## config.mk

```make
export PLATFORM = sky130hd
export DESIGN_NAME = adc_cap_ctrl
export DESIGN_NICKNAME = d
export VERILOG_FILES = /design/src/rtl/adc_cap_pkg.sv /design/src/rtl/adc_cap_timer.sv /design/src/rtl/adc_cap_shift.sv /design/src/rtl/adc_cap_ctrl.sv
export SDC_FILE = /design/constraint.sdc
export NUM_CORES = 1
export LEC_CHECK = 0
export BUFFER_PORTS_ARGS = -buffer_cell sky130_fd_sc_hd__buf_2
export CAP_MARGIN = 10
export CELL_PAD_IN_SITES_DETAIL_PLACEMENT = 1
export CELL_PAD_IN_SITES_GLOBAL_PLACEMENT = 1
export CORE_MARGIN = 4
export CORE_UTILIZATION = 47
export DETAILED_ROUTE_END_ITERATION = 6
export PLACE_DENSITY_LB_ADDON = 0.12
export SLEW_MARGIN = 5
export SYNTH_ARGS = -nofsm -noshare
export SYNTH_HDL_FRONTEND = slang
export SYNTH_SLANG_ARGS = --single-unit
export TNS_END_PERCENT = 50
```

## constraint.sdc

```tcl
create_clock -name clk -period 1.85 [get_ports clk]
set_input_delay 0.37 -clock clk [delete_from_list [all_inputs] [get_ports clk]]
set_output_delay 0.37 -clock clk [all_outputs]
set_load 0.02 [all_outputs]
```

## src/rtl/adc_cap_pkg.sv

```systemverilog
package adc_cap_pkg;

  typedef enum logic [2:0] {
    ST_IDLE,
    ST_SETUP,
    ST_LOW,
    ST_HIGH,
    ST_QUIET,
    ST_PDWN,
    ST_WAKE
  } cap_state_e;

  typedef enum logic [1:0] {
    FR_NORMAL,
    FR_SHORT,
    FR_DUMMY
  } frame_kind_e;

endpackage

```

## src/rtl/adc_cap_timer.sv

```systemverilog
module adc_cap_timer #(
  parameter int TIMER_CYC = 250
) (
  input  logic clk,
  input  logic rst_n,
  input  logic en,
  output logic tick
);
  localparam int TW = (TIMER_CYC > 2) ? $clog2(TIMER_CYC) : 1;
  localparam logic [TW-1:0] LAST = TW'(TIMER_CYC - 1);

  logic [TW-1:0] cnt_q, cnt_nx;

  always_comb begin
    cnt_nx = cnt_q;
    if (!en)              cnt_nx = '0;
    else if (cnt_q == LAST) cnt_nx = '0;
    else                  cnt_nx = cnt_q + 1'b1;
  end

  always_ff @(posedge clk or negedge rst_n) begin
    if (!rst_n) cnt_q <= '0;
    else        cnt_q <= cnt_nx;
  end

  assign tick = en && (cnt_q == LAST);

  assert_tick_spacing_R9: assert property (@(posedge clk) disable iff (!rst_n)
    tick |=> !tick);

endmodule

```

## src/rtl/adc_cap_shift.sv

```systemverilog
module adc_cap_shift #(
  parameter int DATA_W     = 12,
  parameter int FIRST_BIT  = 4,
  parameter int BIT_W      = 5
) (
  input  logic              clk,
  input  logic              rst_n,
  input  logic              clr,
  input  logic              cap_en,
  input  logic [BIT_W-1:0]  bit_idx,
  input  logic              sdata,
  output logic [DATA_W-1:0] word
);
  localparam logic [BIT_W:0] WIN_LO = (BIT_W+1)'(FIRST_BIT);
  localparam logic [BIT_W:0] WIN_HI = (BIT_W+1)'(FIRST_BIT + DATA_W);

  logic [DATA_W-1:0] sh_q, sh_nx;
  logic              in_win;

  assign in_win = ({1'b0, bit_idx} >= WIN_LO) && ({1'b0, bit_idx} < WIN_HI);

  always_comb begin
    sh_nx = sh_q;
    if (clr)                  sh_nx = '0;
    else if (cap_en && in_win) sh_nx = {sh_q[DATA_W-2:0], sdata};
  end

  always_ff @(posedge clk or negedge rst_n) begin
    if (!rst_n) sh_q <= '0;
    else        sh_q <= sh_nx;
  end

  assign word = sh_q;

  // captures outside the window leave the register untouched
  assert_window_hold_R5: assert property (@(posedge clk) disable iff (!rst_n)
    (cap_en && !in_win && !clr) |=> $stable(sh_q));

endmodule

```

## src/rtl/adc_cap_ctrl.sv

```systemverilog
module adc_cap_ctrl
  import adc_cap_pkg::*;
#(
  parameter int DATA_W     = 12,
  parameter int FRAME_CLKS = 20,
  parameter int FIRST_BIT  = 4,
  parameter int HALF_DIV   = 5,
  parameter int QUIET_CYC  = 5,
  parameter int TIMER_CYC  = 250,
  parameter int PD_CLKS    = 3,
  parameter int WAKE_CYC   = 100
) (
  input  logic              clk,
  input  logic              rst_n,
  input  logic              start,
  input  logic              auto_en,
  input  logic              pd_req,
  input  logic              sdata,
  output logic              cs_n,
  output logic              sclk,
  output logic [DATA_W-1:0] sample,
  output logic              sample_valid
);
  localparam int BIT_W  = $clog2(FRAME_CLKS);
  localparam int MAXCNT = (HALF_DIV > QUIET_CYC) ?
                          ((HALF_DIV > WAKE_CYC) ? HALF_DIV : WAKE_CYC) :
                          ((QUIET_CYC > WAKE_CYC) ? QUIET_CYC : WAKE_CYC);
  localparam int CNT_W  = $clog2(MAXCNT + 1);
  localparam logic [CNT_W-1:0] HALF_LD  = CNT_W'(HALF_DIV - 1);
  localparam logic [CNT_W-1:0] QUIET_LD = CNT_W'(QUIET_CYC - 1);
  localparam logic [CNT_W-1:0] WAKE_LD  = CNT_W'(WAKE_CYC - 1);
  localparam logic [BIT_W-1:0] LAST_FULL  = BIT_W'(FRAME_CLKS - 1);
  localparam logic [BIT_W-1:0] LAST_SHORT = BIT_W'(PD_CLKS - 1);

  // reset: asserted asynchronously, released on the clock
  logic rs0_q, rs1_q, rst_i;
  always_ff @(posedge clk or negedge rst_n) begin
    if (!rst_n) begin
      rs0_q <= 1'b0;
      rs1_q <= 1'b0;
    end else begin
      rs0_q <= 1'b1;
      rs1_q <= rs0_q;
    end
  end
  assign rst_i = rs1_q;

  cap_state_e        st_q, st_nx;
  frame_kind_e       kind_q, kind_nx;
  logic [CNT_W-1:0]  cnt_q, cnt_nx;
  logic [BIT_W-1:0]  bit_q, bit_nx;
  logic              pend_q, pend_nx;
  logic              cs_q, sclk_q, vld_q;
  logic [DATA_W-1:0] smp_q;
  logic              tick, clr, cap_en, end_nrm;
  logic [DATA_W-1:0] word;
  logic [BIT_W-1:0]  last_bit;

  adc_cap_timer #(.TIMER_CYC(TIMER_CYC)) u_timer (
    .clk(clk), .rst_n(rst_i), .en(auto_en), .tick(tick)
  );

  adc_cap_shift #(.DATA_W(DATA_W), .FIRST_BIT(FIRST_BIT), .BIT_W(BIT_W)) u_shift (
    .clk(clk), .rst_n(rst_i), .clr(clr), .cap_en(cap_en),
    .bit_idx(bit_q), .sdata(sdata), .word(word)
  );

  assign cap_en   = (st_q == ST_LOW) && (cnt_q == '0);
  assign last_bit = (kind_q == FR_SHORT) ? LAST_SHORT : LAST_FULL;

  always_comb begin
    st_nx   = st_q;
    kind_nx = kind_q;
    cnt_nx  = (cnt_q != '0) ? cnt_q - 1'b1 : cnt_q;
    bit_nx  = bit_q;
    pend_nx = pend_q | start | tick;
    clr     = 1'b0;
    end_nrm = 1'b0;
    unique case (st_q)
      ST_IDLE: begin
        if (pd_req) begin
          st_nx = ST_SETUP; kind_nx = FR_SHORT; cnt_nx = HALF_LD; clr = 1'b1;
        end else if (pend_q) begin
          st_nx = ST_SETUP; kind_nx = FR_NORMAL; cnt_nx = HALF_LD; clr = 1'b1;
          pend_nx = start | tick;
        end
      end
      ST_SETUP: if (cnt_q == '0) begin
        st_nx = ST_LOW; cnt_nx = HALF_LD; bit_nx = '0;
      end
      ST_LOW: if (cnt_q == '0) begin
        st_nx = ST_HIGH; cnt_nx = HALF_LD;
      end
      ST_HIGH: if (cnt_q == '0) begin
        if (bit_q == last_bit) begin
          if (kind_q == FR_DUMMY) begin
            st_nx = ST_WAKE; cnt_nx = WAKE_LD;
          end else begin
            st_nx = ST_QUIET; cnt_nx = QUIET_LD;
            end_nrm = (kind_q == FR_NORMAL);
          end
        end else begin
          st_nx = ST_LOW; cnt_nx = HALF_LD; bit_nx = bit_q + 1'b1;
        end
      end
      ST_QUIET, ST_WAKE: if (cnt_q == '0) begin
        if (st_q == ST_QUIET && kind_q == FR_SHORT) begin
          st_nx = ST_PDWN; pend_nx = 1'b0;
        end else if (pend_q && !pd_req) begin
          st_nx = ST_SETUP; kind_nx = FR_NORMAL; cnt_nx = HALF_LD; clr = 1'b1;
          pend_nx = start | tick;
        end else begin
          st_nx = ST_IDLE;
        end
      end
      ST_PDWN: begin
        pend_nx = 1'b0;
        if (!pd_req) begin
          st_nx = ST_SETUP; kind_nx = FR_DUMMY; cnt_nx = HALF_LD; clr = 1'b1;
          pend_nx = start | tick;
        end
      end
      default: st_nx = ST_IDLE;
    endcase
  end

  always_ff @(posedge clk or negedge rst_i) begin
    if (!rst_i) begin
      st_q   <= ST_IDLE;
      kind_q <= FR_NORMAL;
      cnt_q  <= '0;
      bit_q  <= '0;
      pend_q <= 1'b0;
      cs_q   <= 1'b1;
      sclk_q <= 1'b1;
      vld_q  <= 1'b0;
    end else begin
      st_q   <= st_nx;
      kind_q <= kind_nx;
      cnt_q  <= cnt_nx;
      bit_q  <= bit_nx;
      pend_q <= pend_nx;
      cs_q   <= !((st_nx == ST_SETUP) || (st_nx == ST_LOW) || (st_nx == ST_HIGH));
      sclk_q <= (st_nx != ST_LOW);
      vld_q  <= end_nrm;
    end
  end

  always_ff @(posedge clk or negedge rst_i) begin
    if (!rst_i)       smp_q <= '0;
    else if (end_nrm) smp_q <= word;
  end

  assign cs_n         = cs_q;
  assign sclk         = sclk_q;
  assign sample       = smp_q;
  assign sample_valid = vld_q;

  assert_cs_fall_sclk_high_R2: assert property (@(posedge clk) disable iff (!rst_i)
    $fell(cs_q) |-> sclk_q);
  assert_phase_hold_R3: assert property (@(posedge clk) disable iff (!rst_i)
    ((st_q == ST_LOW || st_q == ST_HIGH) && cnt_q != '0) |=> $stable(sclk_q));
  assert_bit_bound_R4: assert property (@(posedge clk) disable iff (!rst_i)
    bit_q < BIT_W'(FRAME_CLKS));
  assert_valid_pulse_R6: assert property (@(posedge clk) disable iff (!rst_i)
    vld_q |=> !vld_q);
  assert_valid_after_frame_R6: assert property (@(posedge clk) disable iff (!rst_i)
    vld_q |-> (cs_q && !$past(cs_q)));
  assert_quiet_high_R7: assert property (@(posedge clk) disable iff (!rst_i)
    (st_q == ST_QUIET || st_q == ST_WAKE) |-> cs_q);
  assert_pdwn_idle_R10: assert property (@(posedge clk) disable iff (!rst_i)
    (st_q == ST_PDWN) |-> (cs_q && !vld_q && !pend_q));

endmodule

```

; ---- After elaboration in Yosys (flattened, before gate mapping)
; Index checks and enable logic that the tools add are counted.
[word_totals]
reg_bits = 55
latchBits = 0
ram_bits = 0
romBits = 0
input_bits = 6
out_inout_bits = 15
wordCells = 122
n_memories = 0
[op_classes]
addsub = 3
multipliers = 0
n_div = 0
n_lt_le_gt_ge = 2
n_eq_ne = 22
shifts = 0
muxes = 58
bitwise = 3
reduce_logical = 21
[op_table]
columns = op, n
row1 = $mux 7, 11
row2 = $pmux 7 s5, 1
row3 = $mux 3, 9
row4 = $mux 12, 2
row5 = $mux 5, 4
row6 = $pmux 3 s6, 1
row7 = $mux 1, 17
row8 = $mux 8, 2
row9 = $mux 2, 7
row10 = $ne 2x2->1 const B, 7
row11 = $eq 3x2->1 const B, 4
row12 = $pmux 5 s2, 1
row13 = $eq 3x3->1 const B, 3
row14 = $add 8x1->8 const B, 1
row15 = $eq 8x8->1 const B, 1
row16 = $logic_not 7->1, 1
row17 = $reduce_bool 7->1, 1
row18 = $sub 7x1->7 const B, 1
row19 = $eq 3x1->1 const B, 2
row20 = $logic_and 1x1->1, 6
row21 = $pmux 1 s3, 2
row22 = $pmux 2 s3, 1
row23 = $reduce_and 6->1, 1
row24 = $add 5x1->5 const B, 1
row25 = 16 further kinds, 22

; ---- Logic depth before layout (Yosys ltp)
[depth]
depth_word = 10
ltp_mapped = 10
mapped_depth_nobuf = 9

; ---- Cells and area by module
; From an unflattened synthesis, not the netlist that was laid out.
[unflattened]
cells_unflattened = 269
hier_area_um2 = 2907.8
[modules_own_cells]
columns = module, instances, cells_per_inst, area_per_inst_um2, seq_area_each_um2
row1 = adc_cap_ctrl, 1, 184, 1964.4, 878.3
row2 = adc_cap_shift, 1, 42, 538.0, 300.3
row3 = adc_cap_timer, 1, 43, 405.4, 200.2

; ---- Worst setup path before layout
; No wires, ideal clock.
[synth_path]
kind = register to register
start = register cnt_q[0]
end = register smp_q[11] (netlist: sample[11])
setup_time_ns = 0.127
t_arrival_ns = 2.300
required_time_ns = 1.723
setup_slack_ns = -0.578
path_stages_with_launch = 11
n_path_buf = 2
synth_period_minus_slack_ns = 2.428
cell_sequence = dfrtp_1 > inv_1 > ha_1 > or4b_4 > nor3_2 > inv_2 > buf_6 > or2_4 > nor2_8 > buf_12 > mux2_1
[synth_between]
elab_chain_len = 3
[synth_lines]
columns = element, line
row1 = start: declaration, adc_cap_ctrl.sv:50  ; logic [CNT_W-1:0] cnt_q, cnt_nx;
row2 = start signal: assignment, adc_cap_ctrl.sv:140  ; cnt_q <= cnt_nx;
row3 = $logic_not 7->1, adc_cap_ctrl.sv:94  ; ST_HIGH: if (cnt_q == '0) begin
row4 = $mux 1, adc_cap_ctrl.sv:94
row5 = $mux 1, adc_cap_ctrl.sv:79  ; unique case (st_q)
row6 = net end_nrm, adc_cap_ctrl.sv:55  ; logic tick, clr, cap_en, end_nrm;
row7 = end signal: assignment, adc_cap_ctrl.sv:151  ; else if (end_nrm) smp_q <= word;
row8 = end: declaration, adc_cap_ctrl.sv:54  ; logic [DATA_W-1:0] smp_q;
; The timed path passes the listed nets, and every way through them passes these cells.
; A chain may end at the register's enable or synchronous reset.

; ---- Final worst setup path
[layout_path]
start = register cnt_q[1]
end = register cnt_q[0]
[layout_between]
elab_chain_len = 6
word_cells_on_any_way = 12
cone_classes = mux: 10 / reduce/logical: 2
[layout_lines]
columns = element, line
row1 = $reduce_bool 7->1, adc_cap_ctrl.sv:74  ; cnt_nx = (cnt_q != '0) ? cnt_q - 1'b1 : cnt_q;
row2 = $mux 7, adc_cap_ctrl.sv:74
row3 = $mux 7, adc_cap_ctrl.sv:109  ; end else if (pend_q && !pd_req) begin
row4 = $mux 7, adc_cap_ctrl.sv:107  ; if (st_q == ST_QUIET && kind_q == FR_SHORT) begin
row5 = $mux 7, adc_cap_ctrl.sv:106  ; ST_QUIET, ST_WAKE: if (cnt_q == '0) begin
row6 = $pmux 7 s5 *, adc_cap_ctrl.sv:79
row7 = net cnt_nx[0], adc_cap_ctrl.sv:50
; The timed path passes the listed nets; every way through them passes the cells marked *.

==> flow_summary.yaml <==
outcome:
  outcome: "finished, violations left"
  violations_in_the_final_reports: "negative setup slack"
sta:
  max_clock_freq_ghz: 0.4344
  finalCritPeriodShare_pct: 124.4
  report.final.setup_viol: 45
  timing_max_transition_violations_final: 0
  setup_ws_ns: -0.4520
  worst-slew-pin-transition_ns: 0.5999
  post-route-min-period_ns: 2.302
  final_hold_viol_count: 0
  maxSlewHeadroom_pct: 59.92
  worst_clock_skew_ns: 0.006775
  setup_total_negative_slack_ns: -13.86
  fin_hold_ws_ns: 0.2244
  grt_setup_unrepaired: "true"
route:
  wl_met3_um: 236
  drt_pass1_iterations: 4
  first_iter_violations: 118
  top_signal_layer_used: "met4"
  wl_met2_um: 3793
  dr_total_vias: 2209
  final_routed_wire_length_divided_by_cell_count_um: 18.89
  detail_route.wirelength_um: 7462
  ant_nets: 0
  detail_route.wirelength.met1_um: 3253
  drt_drc_violations_left: 0
  routed_via_density: 5.592
final_layout:
  drive_gt1_share_pct: 35.60
  syn2layout_area_growth_pct: 29.31
  antennaDiodeCount: 0
  design.final.nets: 334
clock_tree:
  cts_tree: "built"
  buffer_type_at_the_clock_tree_root: "clkbuf_8"
  clkLatencyLatePin_ns: 0.32
  cts-root-to-sink-buffers: 2
  cts_inserted_buffers: 5
  cts_max_level: 2
  clock_sinks: 55
  clk_pin_slew_worst_paths_ns: 0.11
grt:
  grt_first_pass_wirelength_um: 12450
  groute.usage.overall_pct: 21.83
  grt.overflow.total: 0
  vias_in_the_first_global_route: 2429
  antenna_found_initial: 0
  grt_start_max_net_pins: 38
synth:
  syn-num-nets: 271
  synth_compound_area_share_pct: 9.376
  synth-seq-cells: 55
  synth-warning-count: 0
  netlist.area_leader.share_pct: 48.25
  number_of_enable_flip_flop_cells_after_synthesis: 0
  synth_async_sr_flop_share_pct: 100.0
  synthCells: 259
  synth.area.top_cells: "dfrtp_1, mux2i_1, nor2_1"
  yosys.area_share.adder_pct: 2.731
  synth_cell_type_count: 53
  ys.flop_type: "dfrtp_1"
  synthSimpleGateAreaFrac_pct: 18.16
  synth.mux.area_fraction_pct: 11.88
  synth.cell_area_sq_um: 2749
  cell_accounting_for_the_most_synthesized_area: "dfrtp_1"
  synth_top_family_by_area: "simple AND/OR/NAND/NOR gates"
  avgSynthCellArea_sq_um: 10.61
  seq_area_frac_synth_pct: 50.16
  yosys.area_share.xor_xnor_pct: 3.505
placed_design:
  port_buffers: 20
  dp_hpwl_um: 4850
  weighted_congestion_at_the_end_of_routability_driven_global_placement: 0.8750
power_and_ir_drop:
  power.static_leakage_nw: 1.779
  vdd_ir_drop_max_uv: 685.6
  powerDensity_nw_per_um2: 1174
die:
  placementRows: 27
  die_y_um: 84.48
  floorplan.initialDensity_pct: 49.32
  core_area_sq_um: 5574
  die-area_sq_um: 7136
  die-width_um: 84.48
  pin_count: 21
flow_run:
  max-cap-violations: 0
setup_path:
  cp.arrival_ns: 2.50
  start_kind: "flip-flop"
  crit_path_top_delay_cell: "or4b_4"
  critical_path.top_delay_family: "simple AND/OR/NAND/NOR gates"
  timing.critical_path.required_ns: 2.05
  critPathMaxFanout: 5
  timing.critical_path.to_type: "flip-flop"
  crit_buf_inv: 4
  criticalPathCategory: "flip-flop to flip-flop"
  cell_breakdown_of_the_critical_path: "inv_2, ha_4, or4b_4, nor3_4, inv_2, buf_4, buf_6, ha_4, a21oi_2, a221oi_2, o311ai_1"
  maximum_single_stage_delay_on_the_critical_path_ns: 0.47
min_path:
  worst_hold_path_type: "flip-flop to asynchronous set/reset pin"
==> cells in the final DEF (no fill, tap or decap), types with 3 or more instances in the layout <==
cell type,n
dfrtp_1,52
buf_4,37
nor2_1,35
buf_2,20
nand2_1,15
mux2i_1,15
mux2_4,12
o21ai_0,11
a21oi_1,8
inv_1,7
xor2_1,7
nand2b_1,7
nand3_1,7
clkbuf_8,5
or3_1,4
xnor2_1,4
ha_1,4
buf_12,4
inv_2,3
nor2b_1,3
nand4_1,3
a31oi_1,3
buf_6,3
==> metrics by stage <==
stage                     power (W)  cells  setup slack [ns]  area (sq um)  util [%]
after floorplan            0.002457    259           -0.5194          2773         -
after detailed placement   0.003063    377           -0.4894          3217     57.71
after global routing       0.004473    395           -0.5274          3555     63.77
after global placement     0.002978    377           -0.4634          3217     57.71
after CTS                  0.004046    393           -0.4471          3500     62.78
final                      0.004173    395           -0.4520          3555     63.77
==> logic make-up (layout without fill, tap and decap cells) <==
group	after synthesis	in the layout
fa+ha+maj	6	6
xor+xnor	11	11
mux	28	28
flops	55	55
compound gates	41	41
buf+inv	21	85
other cells	1	1
simple gates	96	96
==> final timing paths <==
path | startpoint | to | slack [ns] | depth (start not counted)
max | cnt_q[1] | cnt_q[0] | -0.45 | 11
min | rs1_q | st_q[0] | 0.22 | 0
max reg2reg | cnt_q[1] | cnt_q[0] | -0.45 | 11
min reg2reg | rs1_q | st_q[0] | 0.22 | 0
max in group asynchronous | rs1_q | bit_q[3] | 1.08 | 1
min in group clk | sdata | u_shift.word[0] | 0.29 | 3
==> registers in the layout, summed over array words and instances, names as in the netlist <==
signal         flops
sclk               1
sample_valid       1
sample            12
u_shift.word      12
cnt_q              7
bit_q              5
u_timer.cnt_q      8
st_q               3
rs0_q              1
cs_n               1
pend_q             1
rs1_q              1
kind_q             2
==> cell type report <==
type                            instances  area (sq um)
Fill cell                             617          2019
Multi-Input combinational cell        183          1386
Sequential cell                        55          1380
Timing Repair Buffer                   67         541.8
Tap cell                               72         90.09
Clock buffer                            5         68.82
Clock inverter                          3         50.05
Inverter                               10         37.54
==> metal layers <==
layer  vias up  global-route usage (%)
met4         0                   6.331
met2        49                   38.67
met3        20                   3.337
met5         -                       0
li1       1026                       -
met1      1114                   27.57
==> report_power, final <==
group          switching, W  leakage, nW  internal, W
Clock              0.000445       0.0607     0.000418
Combinational      0.000836         1.00     0.000794
Sequential         0.000223        0.714      0.00146
Total               0.00150         1.78      0.00267
==> synthesized netlist by cell type (6+ instances only) <==
| library cell | instances |
|---|---|
| mux2_4 | 8 |
| nand2_1 | 16 |
| mux2i_1 | 15 |
| a21oi_1 | 10 |
| ha_1 | 6 |
| nand2b_1 | 7 |
| nand3_1 | 7 |
| dfrtp_1 | 53 |
| nor2_1 | 36 |
| clkbuf_1 | 7 |
| xor2_1 | 7 |
| inv_1 | 9 |
| o21ai_0 | 14 |
==> repair_timing <==
action / 4_1_cts / 5_1_grt
gates resized for setup: 18 / 12
hold buffers: 1 / 0
pin swaps: 7 / 5
setup endpoints to repair: 43 / 45
cloned: 1 / 0
hold endpoints to repair: 2 / 0
setup buffers: 6 / 2
Power figures use the tool's default switching activity.
